[config.mk]
export PLATFORM = sky130hd
export DESIGN_NAME = burst_addr_seq
export DESIGN_NICKNAME = d
export VERILOG_FILES = /design/src/rtl/burst_seq_pkg.sv /design/src/rtl/burst_strobe_decode.sv /design/src/rtl/burst_beat_ctr.sv /design/src/rtl/burst_lane_order.sv /design/src/rtl/burst_addr_seq.sv
export SDC_FILE = /design/constraint.sdc
export NUM_CORES = 1
export LEC_CHECK = 0
export ABC_CLOCK_PERIOD_IN_PS = 1700
export BUFFER_PORTS_ARGS = -buffer_cell sky130_fd_sc_hd__buf_2
export CORE_ASPECT_RATIO = 0.8
export CORE_MARGIN = 1.5
export CORE_UTILIZATION = 33
export DETAILED_ROUTE_END_ITERATION = 6
export GPL_ROUTABILITY_DRIVEN = 1
export PLACE_DENSITY_LB_ADDON = 0.08
export SYNTH_ARGS = -nofsm -noshare
export SYNTH_HDL_FRONTEND = slang
export SYNTH_SLANG_ARGS = --single-unit
[constraint.sdc]
create_clock -name clk -period 1.7 [get_ports clk]
set_clock_uncertainty 0.05 [all_clocks]
set_input_delay 0.51 -clock clk [delete_from_list [all_inputs] [get_ports clk]]
set_output_delay 0.51 -clock clk [all_outputs]
set_load 0.01 [all_outputs]
[src/rtl/burst_seq_pkg.sv]
// Package: shared types of the burst address sequencer.
// Assumes: the count-order select is a single bit, with 1 meaning interleaved.
package burst_seq_pkg;

    typedef enum logic {
        ORD_LINEAR = 1'b0,
        ORD_XOR    = 1'b1
    } burst_order_e;

endpackage

[src/rtl/burst_strobe_decode.sv]
// Module: burst_strobe_decode
// Turns the strobe, step and byte-write inputs into two exclusive commands:
// load a new address, or advance the beat.
// Assumes: all inputs are active low and already synchronous to the clock.
module burst_strobe_decode #(
    parameter int NUM_BYTES = 4
) (
    input  logic                 cpu_strobe_n,
    input  logic                 ctl_strobe_n,
    input  logic                 step_n,
    input  logic [NUM_BYTES-1:0] bytewr_n,
    output logic                 load_go,
    output logic                 adv_go
);

    logic strobes_idle;
    logic adv_read;
    logic adv_write;

    // Command decode: a load always wins over any advance request.
    always_comb begin
        strobes_idle = cpu_strobe_n && ctl_strobe_n;
        load_go      = !strobes_idle;
        adv_read     = !step_n && strobes_idle;
        adv_write    = !step_n && !(&bytewr_n);
        adv_go       = !load_go && (adv_read || adv_write);
    end

endmodule

[src/rtl/burst_beat_ctr.sv]
// Module: burst_beat_ctr
// Keeps the beat number of the current burst. It restarts on a load and
// wraps modulo the burst length on each advance.
// Assumes: the burst length is a power of two, and load and advance are exclusive.
module burst_beat_ctr #(
    parameter int BEAT_W = 2
) (
    input  logic              clk,
    input  logic              rst_n,
    input  logic              load_go,
    input  logic              adv_go,
    output logic [BEAT_W-1:0] beat_nxt
);

    localparam logic [BEAT_W-1:0] BEAT_ONE = BEAT_W'(1);

    logic [BEAT_W-1:0] beat_q;

    // Next beat number, used by the address update on an advance edge.
    always_comb begin
        beat_nxt = beat_q + BEAT_ONE;
    end

    // Beat register: cleared by reset or a load, stepped by an advance.
    always_ff @(posedge clk) begin
        if (!rst_n) begin
            beat_q <= '0;
        end else if (load_go) begin
            beat_q <= '0;
        end else if (adv_go) begin
            beat_q <= beat_nxt;
        end
    end

endmodule

[src/rtl/burst_lane_order.sv]
// Module: burst_lane_order
// Maps the start low bits and a beat number to the low address bits, in
// interleaved (XOR) order or in linear wrapping order.
// Assumes: the beat number is already reduced modulo the burst length.
module burst_lane_order
    import burst_seq_pkg::*;
#(
    parameter int BEAT_W = 2
) (
    input  logic [BEAT_W-1:0] start_lo,
    input  logic [BEAT_W-1:0] beat,
    input  burst_order_e      order,
    output logic [BEAT_W-1:0] lane_lo
);

    // Order select: XOR of the beat, or an add that wraps inside the aligned block.
    always_comb begin
        unique case (order)
            ORD_XOR: lane_lo = start_lo ^ beat;
            default: lane_lo = start_lo + beat;
        endcase
    end

endmodule

[src/rtl/burst_addr_seq.sv]
// Module: burst_addr_seq (top)
// Internal address generator for a burst synchronous memory. Either strobe
// loads the external address. Later steps walk the low bits through one
// burst in the order chosen by order_sel. The upper bits are held.
// Assumes: BURST_LEN is a power of two and smaller than 2**ADDR_W. Reset is
// synchronous and active low.
module burst_addr_seq
    import burst_seq_pkg::*;
#(
    parameter int ADDR_W    = 17,
    parameter int BURST_LEN = 4,
    parameter int NUM_BYTES = 4
) (
    input  logic                 clk,
    input  logic                 rst_n,
    input  logic                 cpu_strobe_n,
    input  logic                 ctl_strobe_n,
    input  logic                 step_n,
    input  logic [NUM_BYTES-1:0] bytewr_n,
    input  logic                 order_sel,
    input  logic [ADDR_W-1:0]    ext_addr,
    output logic [ADDR_W-1:0]    cur_addr
);

    localparam int BEAT_W = $clog2(BURST_LEN);
    localparam int HI_W   = ADDR_W - BEAT_W;

    logic              load_go;
    logic              adv_go;
    logic [BEAT_W-1:0] beat_nxt;
    logic [BEAT_W-1:0] lane_lo;
    logic [HI_W-1:0]   hi_q;
    logic [BEAT_W-1:0] lo_q;
    logic [BEAT_W-1:0] start_q;
    burst_order_e      order;

    // Cast the raw mode bit to the order type.
    always_comb begin
        order = burst_order_e'(order_sel);
    end

    burst_strobe_decode #(
        .NUM_BYTES (NUM_BYTES)
    ) u_decode (
        .cpu_strobe_n (cpu_strobe_n),
        .ctl_strobe_n (ctl_strobe_n),
        .step_n       (step_n),
        .bytewr_n     (bytewr_n),
        .load_go      (load_go),
        .adv_go       (adv_go)
    );

    burst_beat_ctr #(
        .BEAT_W (BEAT_W)
    ) u_beat (
        .clk      (clk),
        .rst_n    (rst_n),
        .load_go  (load_go),
        .adv_go   (adv_go),
        .beat_nxt (beat_nxt)
    );

    burst_lane_order #(
        .BEAT_W (BEAT_W)
    ) u_order (
        .start_lo (start_q),
        .beat     (beat_nxt),
        .order    (order),
        .lane_lo  (lane_lo)
    );

    // Address register: load the whole address, or replace the low bits on an advance.
    always_ff @(posedge clk) begin
        if (!rst_n) begin
            hi_q    <= '0;
            lo_q    <= '0;
            start_q <= '0;
        end else if (load_go) begin
            hi_q    <= ext_addr[ADDR_W-1:BEAT_W];
            lo_q    <= ext_addr[BEAT_W-1:0];
            start_q <= ext_addr[BEAT_W-1:0];
        end else if (adv_go) begin
            lo_q    <= lane_lo;
        end
    end

    // Drive the output from the register halves.
    always_comb begin
        cur_addr = {hi_q, lo_q};
    end

endmodule

==> results of run 1 <==
[power by group through the flow]
stage,sequential [mW],clock (mW),combinational [mW]
finish,0.534,0.242,0.146
global route,0.539,0.282,0.166
CTS,0.535,0.260,0.148
detailed placement,0.546,0,0.148
global placement,0.545,0,0.146
floorplan,0.558,0,0.0723
[synth_stat cells]
| master | instances |
|---|---|
| and2_1 | 1 |
| nand3_1 | 1 |
| nor3_1 | 1 |
| xnor3_1 | 1 |
| clkbuf_1 | 1 |
| nor2b_2 | 1 |
| mux2_2 | 1 |
| nor2_1 | 1 |
| xnor2_1 | 1 |
| ha_1 | 1 |
| nand3b_1 | 1 |
| clkbuf_2 | 1 |
| xor2_1 | 1 |
| nand2_1 | 37 |
| nor2b_1 | 2 |
| o211ai_2 | 1 |
| buf_6 | 3 |
| a21boi_1 | 18 |
| nand4_1 | 1 |
| inv_1 | 1 |
| dfxtp_1 | 21 |
[state kept, by name, summed over array words and instances, names as in the netlist]
name	count
hi_q	15
lo_q	2
start_q	2
u_beat.beat_q	2
[layer usage]
metal  track usage  vias to the layer above
met3       0.04775                        2
li1              -                      398
met2        0.2101                       20
met1        0.1792                      339
met4       0.02174                        0
met5             0                        -
[layout make-up]
type                            instances  area (µm²)  area share
Sequential cell                        21       420.4      0.3729
Clock buffer                            3       22.52     0.01998
Tap cell                               36       45.04     0.03996
Timing Repair Buffer                   43       225.2      0.1998
Clock inverter                          1       5.005    0.004440
Inverter                                1       3.754    0.003330
Multi-Input combinational cell         70       405.4      0.3596
[worst paths after layout]
check	end	start	depth (start not counted)	slack [ps]
setup reg to reg	lo_q[1]	u_beat.beat_q[0]	5	330
hold reg to reg	hi_q[12]	hi_q[12]	2	400
setup / recovery	lo_q[1]	u_beat.beat_q[0]	5	330
hold / removal	hi_q[14]	ext_addr[16]	3	380
[placed cells by master, fill, tap and decap left out, drive strengths merged, types with 3 or more instances in the layout]
cell type	n
nand2	37
clkbuf	3
dfxtp	21
nor2b	3
buf	43
a21boi	18
[kinds of logic (layout without fill, tap and decap cells)]
group                    after synthesis  count (layout)  synth area share
AO/OA/AOI/OAI                         19              19            0.1693
XOR/XNOR                               3               3           0.04591
adder cells (fa/ha/maj)                1               1           0.01434
buffers and inverters                  6              48           0.05307
flip-flops                            21              21            0.4821
multiplexers                           1               1           0.01291
AND/OR/NAND/NOR                       46              46            0.2224
[tightest hold or removal path, delay by kind of cell]
family | cells | cell delay (ps)
buffers and inverters | 1 | 90
AND/OR/NAND/NOR | 1 | 40
AO/OA/AOI/OAI | 1 | 50
==> flow_summary.yaml, run 1 <==
die:
  die_x_um: 60.48
  fp-row-count: 16
  core_um2: 2482
  dieArea_um2: 2962
  initial_core_util: 0.3513
  die_y_um: 48.98
  ios: 44
sta:
  setup_slack_ps: 325.6
  hold_viol: 0
  fmax_mhz: 727.6
  rsz0062_at_grt: "false"
  worst_pin_slew_ps: 331.9
  period_minus_slack_ps: 1374
  tns_ps: 0
  slew_violations: 0
  finalSetupViolCount: 0
  hold_slack_ps: 380.4
  finalCritPeriodShare: 0.8085
  max_slew_margin: 0.7787
logic_synthesis:
  netlist_instances: 97
  yosys.area.top_type: "dfxtp_1"
  syn_nets: 125
  ys_ff_latch: 21
  syn_area_per_cell_um2: 8.991
  yosys_warnings: 0
  synth_top_area_frac: 0.4821
  synth_cell_types: 21
  yosysSeqAreaShare: 0.4821
  synthTopCellsByArea: "dfxtp_1 48%, nand2_1 16%, a21boi_1 15%, buf_6 3.9%, xnor3_1 2.6%"
  syn_area_um2: 872.1
pwr:
  cellLeakagePower_nw: 0.5529
  total_power_uw: 922.3
  p_sw_uw: 239.1
  combPwrFrac: 0.158
  power_density_nw_per_um2: 818.1
  peakVddDrop_mv: 0.3894
  p_clk_frac: 0.263
  swShare: 0.2592
  pwr-share-seq: 0.579
  p_int_uw: 683.2
clocking:
  cts_sinks: 21
  clockBufferDepth: 2
  cts_tree: "done"
  clock_latency_ps: 300
  htree_levels: 1
  cts_setup_buffers: 0
  holdBufCountCts: 0
  cts_root_buffer: "clkbuf_4"
  cts_resized: 0
  path_clk_slew_ps: 120
  numCtsBuffers: 3
final_layout:
  nFillCells: 282
  area_growth_pct: 29.27
  final_cells: 175
  fin_area_um2: 1127
  drive_above_1_share: 0.3597
  utilization: 0.4541
  finalNetCount: 168
  antennaDiodeCount: 0
grt:
  grt_pass1_vias: 694
  antenna_found_initial: 0
  grt_start_max_net_pins: 23
  grt.overflow.total: 0
  grt_pass1_wl_um: 3036
  grt_use_total: 0.1338
drt:
  via_count: 759
  routed_wl_um: 1774
  drcViolationCount: 0
  wl_met3_um: 97
  dr.pass1.iters: 3
  wl_per_cell_um: 10.14
  final_antenna_net_count: 0
  vias_per_cell: 4.337
  highest_layer: "met4"
  first_iter_violations: 21
  wl_met1_um: 888
  wl_met2_um: 772
worst_setup_path:
  critical_path.top_delay_family: "flip-flops"
  cp.arrival_ps: 1570
  critical_path_required_ps: 1890
  crit_type: "flip-flop to flip-flop"
  end_kind: "flip-flop"
  worstPathCellList: "inv_1 -> ha_1 -> nor2b_2 -> xnor3_1 -> o211ai_2"
  slowest_delay_ps: 390
  cp_max_fo: 4
  crit_path_start_kind: "flip-flop"
  cp_num_buf_inv: 1
  cp_slowest_cell: "dfxtp_1"
job:
  max-cap-violations: 0
outcome:
  status: "complete, no violations"
min_path:
  min_path_type: "input pin to flip-flop"
placed_design:
  placed_cells: 171
  dp_hpwl_um: 1302
  pre_cts_ws_ps: 344.0
  port_buffers: 39
  gp_congestion: 0.6934
  placed_area_um2: 1100
(Power assumes the default switching activity.)
==> run 2: changes to the inputs <==
--- a/config.mk
+++ b/config.mk
@@ -5,7 +5,7 @@
 export SDC_FILE = /design/constraint.sdc
 export NUM_CORES = 1
 export LEC_CHECK = 0
-export ABC_CLOCK_PERIOD_IN_PS = 1700
+export ABC_CLOCK_PERIOD_IN_PS = 1150
 export BUFFER_PORTS_ARGS = -buffer_cell sky130_fd_sc_hd__buf_2
 export CORE_ASPECT_RATIO = 0.8
 export CORE_MARGIN = 1.5
==> constraint.sdc (replaced) <==
create_clock -name clk -period 1.15 [get_ports clk]
set_clock_uncertainty 0.05 [all_clocks]
set_input_delay 0.345 -clock clk [delete_from_list [all_inputs] [get_ports clk]]
set_output_delay 0.345 -clock clk [all_outputs]
set_load 0.01 [all_outputs]
==> flow_summary.yaml, run 2 (synthesis results as in run 1) <==
clocking:
  path_clk_slew_ps: 110
  cts_root_buffer: "clkbuf_4"
  numCtsBuffers: 3
  clock_latency_ps: 290
  holdBufCountCts: 0
  clockBufferDepth: 2
  cts_sinks: 21
  htree_levels: 1
  cts_tree: "done"
die:
  core_um2: 2482
  dieArea_um2: 2962
  ios: 44
  initial_core_util: 0.3513
  fp-row-count: 16
  die_y_um: 48.98
  die_x_um: 60.48
grt:
  grt_start_max_net_pins: 13
  grt.overflow.total: 0
  grt_pass1_wl_um: 3298
  grt_pass1_vias: 766
  antenna_found_initial: 0
  grt_use_total: 0.1475
drt:
  drcViolationCount: 0
  wl_met1_um: 876
  vias_per_cell: 4.370
  dr.pass1.iters: 3
  wl_per_cell_um: 10.66
  via_count: 791
  wl_met2_um: 892
  routed_wl_um: 1929
  final_antenna_net_count: 0
  first_iter_violations: 10
  wl_met3_um: 145
  highest_layer: "met4"
final_layout:
  layout_commonest_cell: "nand2_1"
  antennaDiodeCount: 0
  seq_area_um2: 446.7
  finalNetCount: 174
  fin_area_um2: 1343
  utilization: 0.5408
  multi_input_area_um2: 431.7
  drive_above_1_share: 0.5517
  top_register: "hi_q"
  nFillCells: 272
  layout_common_cells: "36 x nand2_1, 22 x buf_2, 21 x dfxtp_2"
  area_growth_pct: 53.95
  largest_reg_flops: 15
sta:
  slew_violations: 0
  finalSetupViolCount: 2
  hold_slack_ps: 213.3
  rsz0062_at_grt: "true"
  finalCritPeriodShare: 1.003
  hold_viol: 0
  max_slew_margin: 0.8863
  period_minus_slack_ps: 1154
  setup_slack_ps: -3.672
  worst_pin_slew_ps: 170.3
  fmax_mhz: 866.8
placed_design:
  port_buffers: 39
  dp_hpwl_um: 1379
  placed_area_um2: 1144
  pre_cts_ws_ps: -26.10
  gp_congestion: 0.7212
outcome:
  status: "finished, violations left"
  violations: "setup timing"
worst_setup_path:
  cp_num_buf_inv: 1
  crit_path_start_kind: "flip-flop"
  slowest_delay_ps: 350
  crit_type: "flip-flop to primary output"
  cp_max_fo: 2
  critical_path_required_ps: 750
  end_kind: "primary output"
  cp_slowest_cell: "dfxtp_2"
  worstPathCellList: "buf_6"
  cp.arrival_ps: 760
  critical_path.top_delay_family: "flip-flops"
min_path:
  min_path_type: "input pin to flip-flop"
pwr:
  total_power_mw: 1.443
  cellLeakagePower_nw: 0.6183
  power_density_nw_per_um2: 1075
  peakVddDrop_mv: 0.8219
job:
  max-cap-violations: 0
run 2: cell count changes in the layout (fill, tap and decap cells not counted), sizes merged:
| cell | before | now |
|---|---|---|
| buf | 43 | 49 |
| clkinv | 1 | 0 |
| clkbuf | 3 | 4 |
run 2: timing repair:
item | CTS | global route
pin swaps | 2 | 0
buffers inserted | 0 | 2
resized for setup | 40 | 2
endpoints found under the setup margin | 19 | 19
run 2: layout make-up:
cell class              instances  area share
clock buffers                   4     0.01957
inverters                       1    0.002796
multi-input cells              70      0.3215
flip-flops and latches         21      0.3327
well taps                      36     0.03355
repair buffers                 49      0.2898
run 2: layer usage:
| metal | up-vias | GRT usage |
|---|---|---|
| li1 | 412 | - |
| met1 | 354 | 0.1820 |
| met2 | 23 | 0.2409 |
| met3 | 2 | 0.06631 |
| met4 | 0 | 0.02174 |
| met5 | - | 0 |
run 2: path summary, 6_finish.rpt:
path	from	end	slack, ps	depth (start not counted)
hold reg to reg	hi_q[12]	hi_q[12]	410	2
setup / recovery	hi_q[1]	cur_addr[3]	-4	1
hold / removal	ext_addr[10]	hi_q[8]	210	3
setup reg to reg	start_q[1]	lo_q[1]	-4	3
run 2: worst reg2reg max path: cells and delay by family, from the launching register on:
kind	cells	cell delay (ps)
xor+xnor	2	510
flops	1	360
compound gates	1	160
run 2: power by group:
part	total (mW)	switching [mW]	internal, mW	leakage (nW)
clock network	0.350	0.215	0.135	0.0150
registers	0.810	0.0307	0.779	0.181
logic	0.284	0.112	0.172	0.423
run 2: stage by stage:
stage / setup TNS (ps) / std cells
2_1_floorplan: 0 / 97
3_3_place_gp: -2.850 / 175
3_5_place_dp: -31.15 / 175
4_1_cts: -218.2 / 179
5_1_grt: -696.1 / 181
6_report: -4.927 / 181
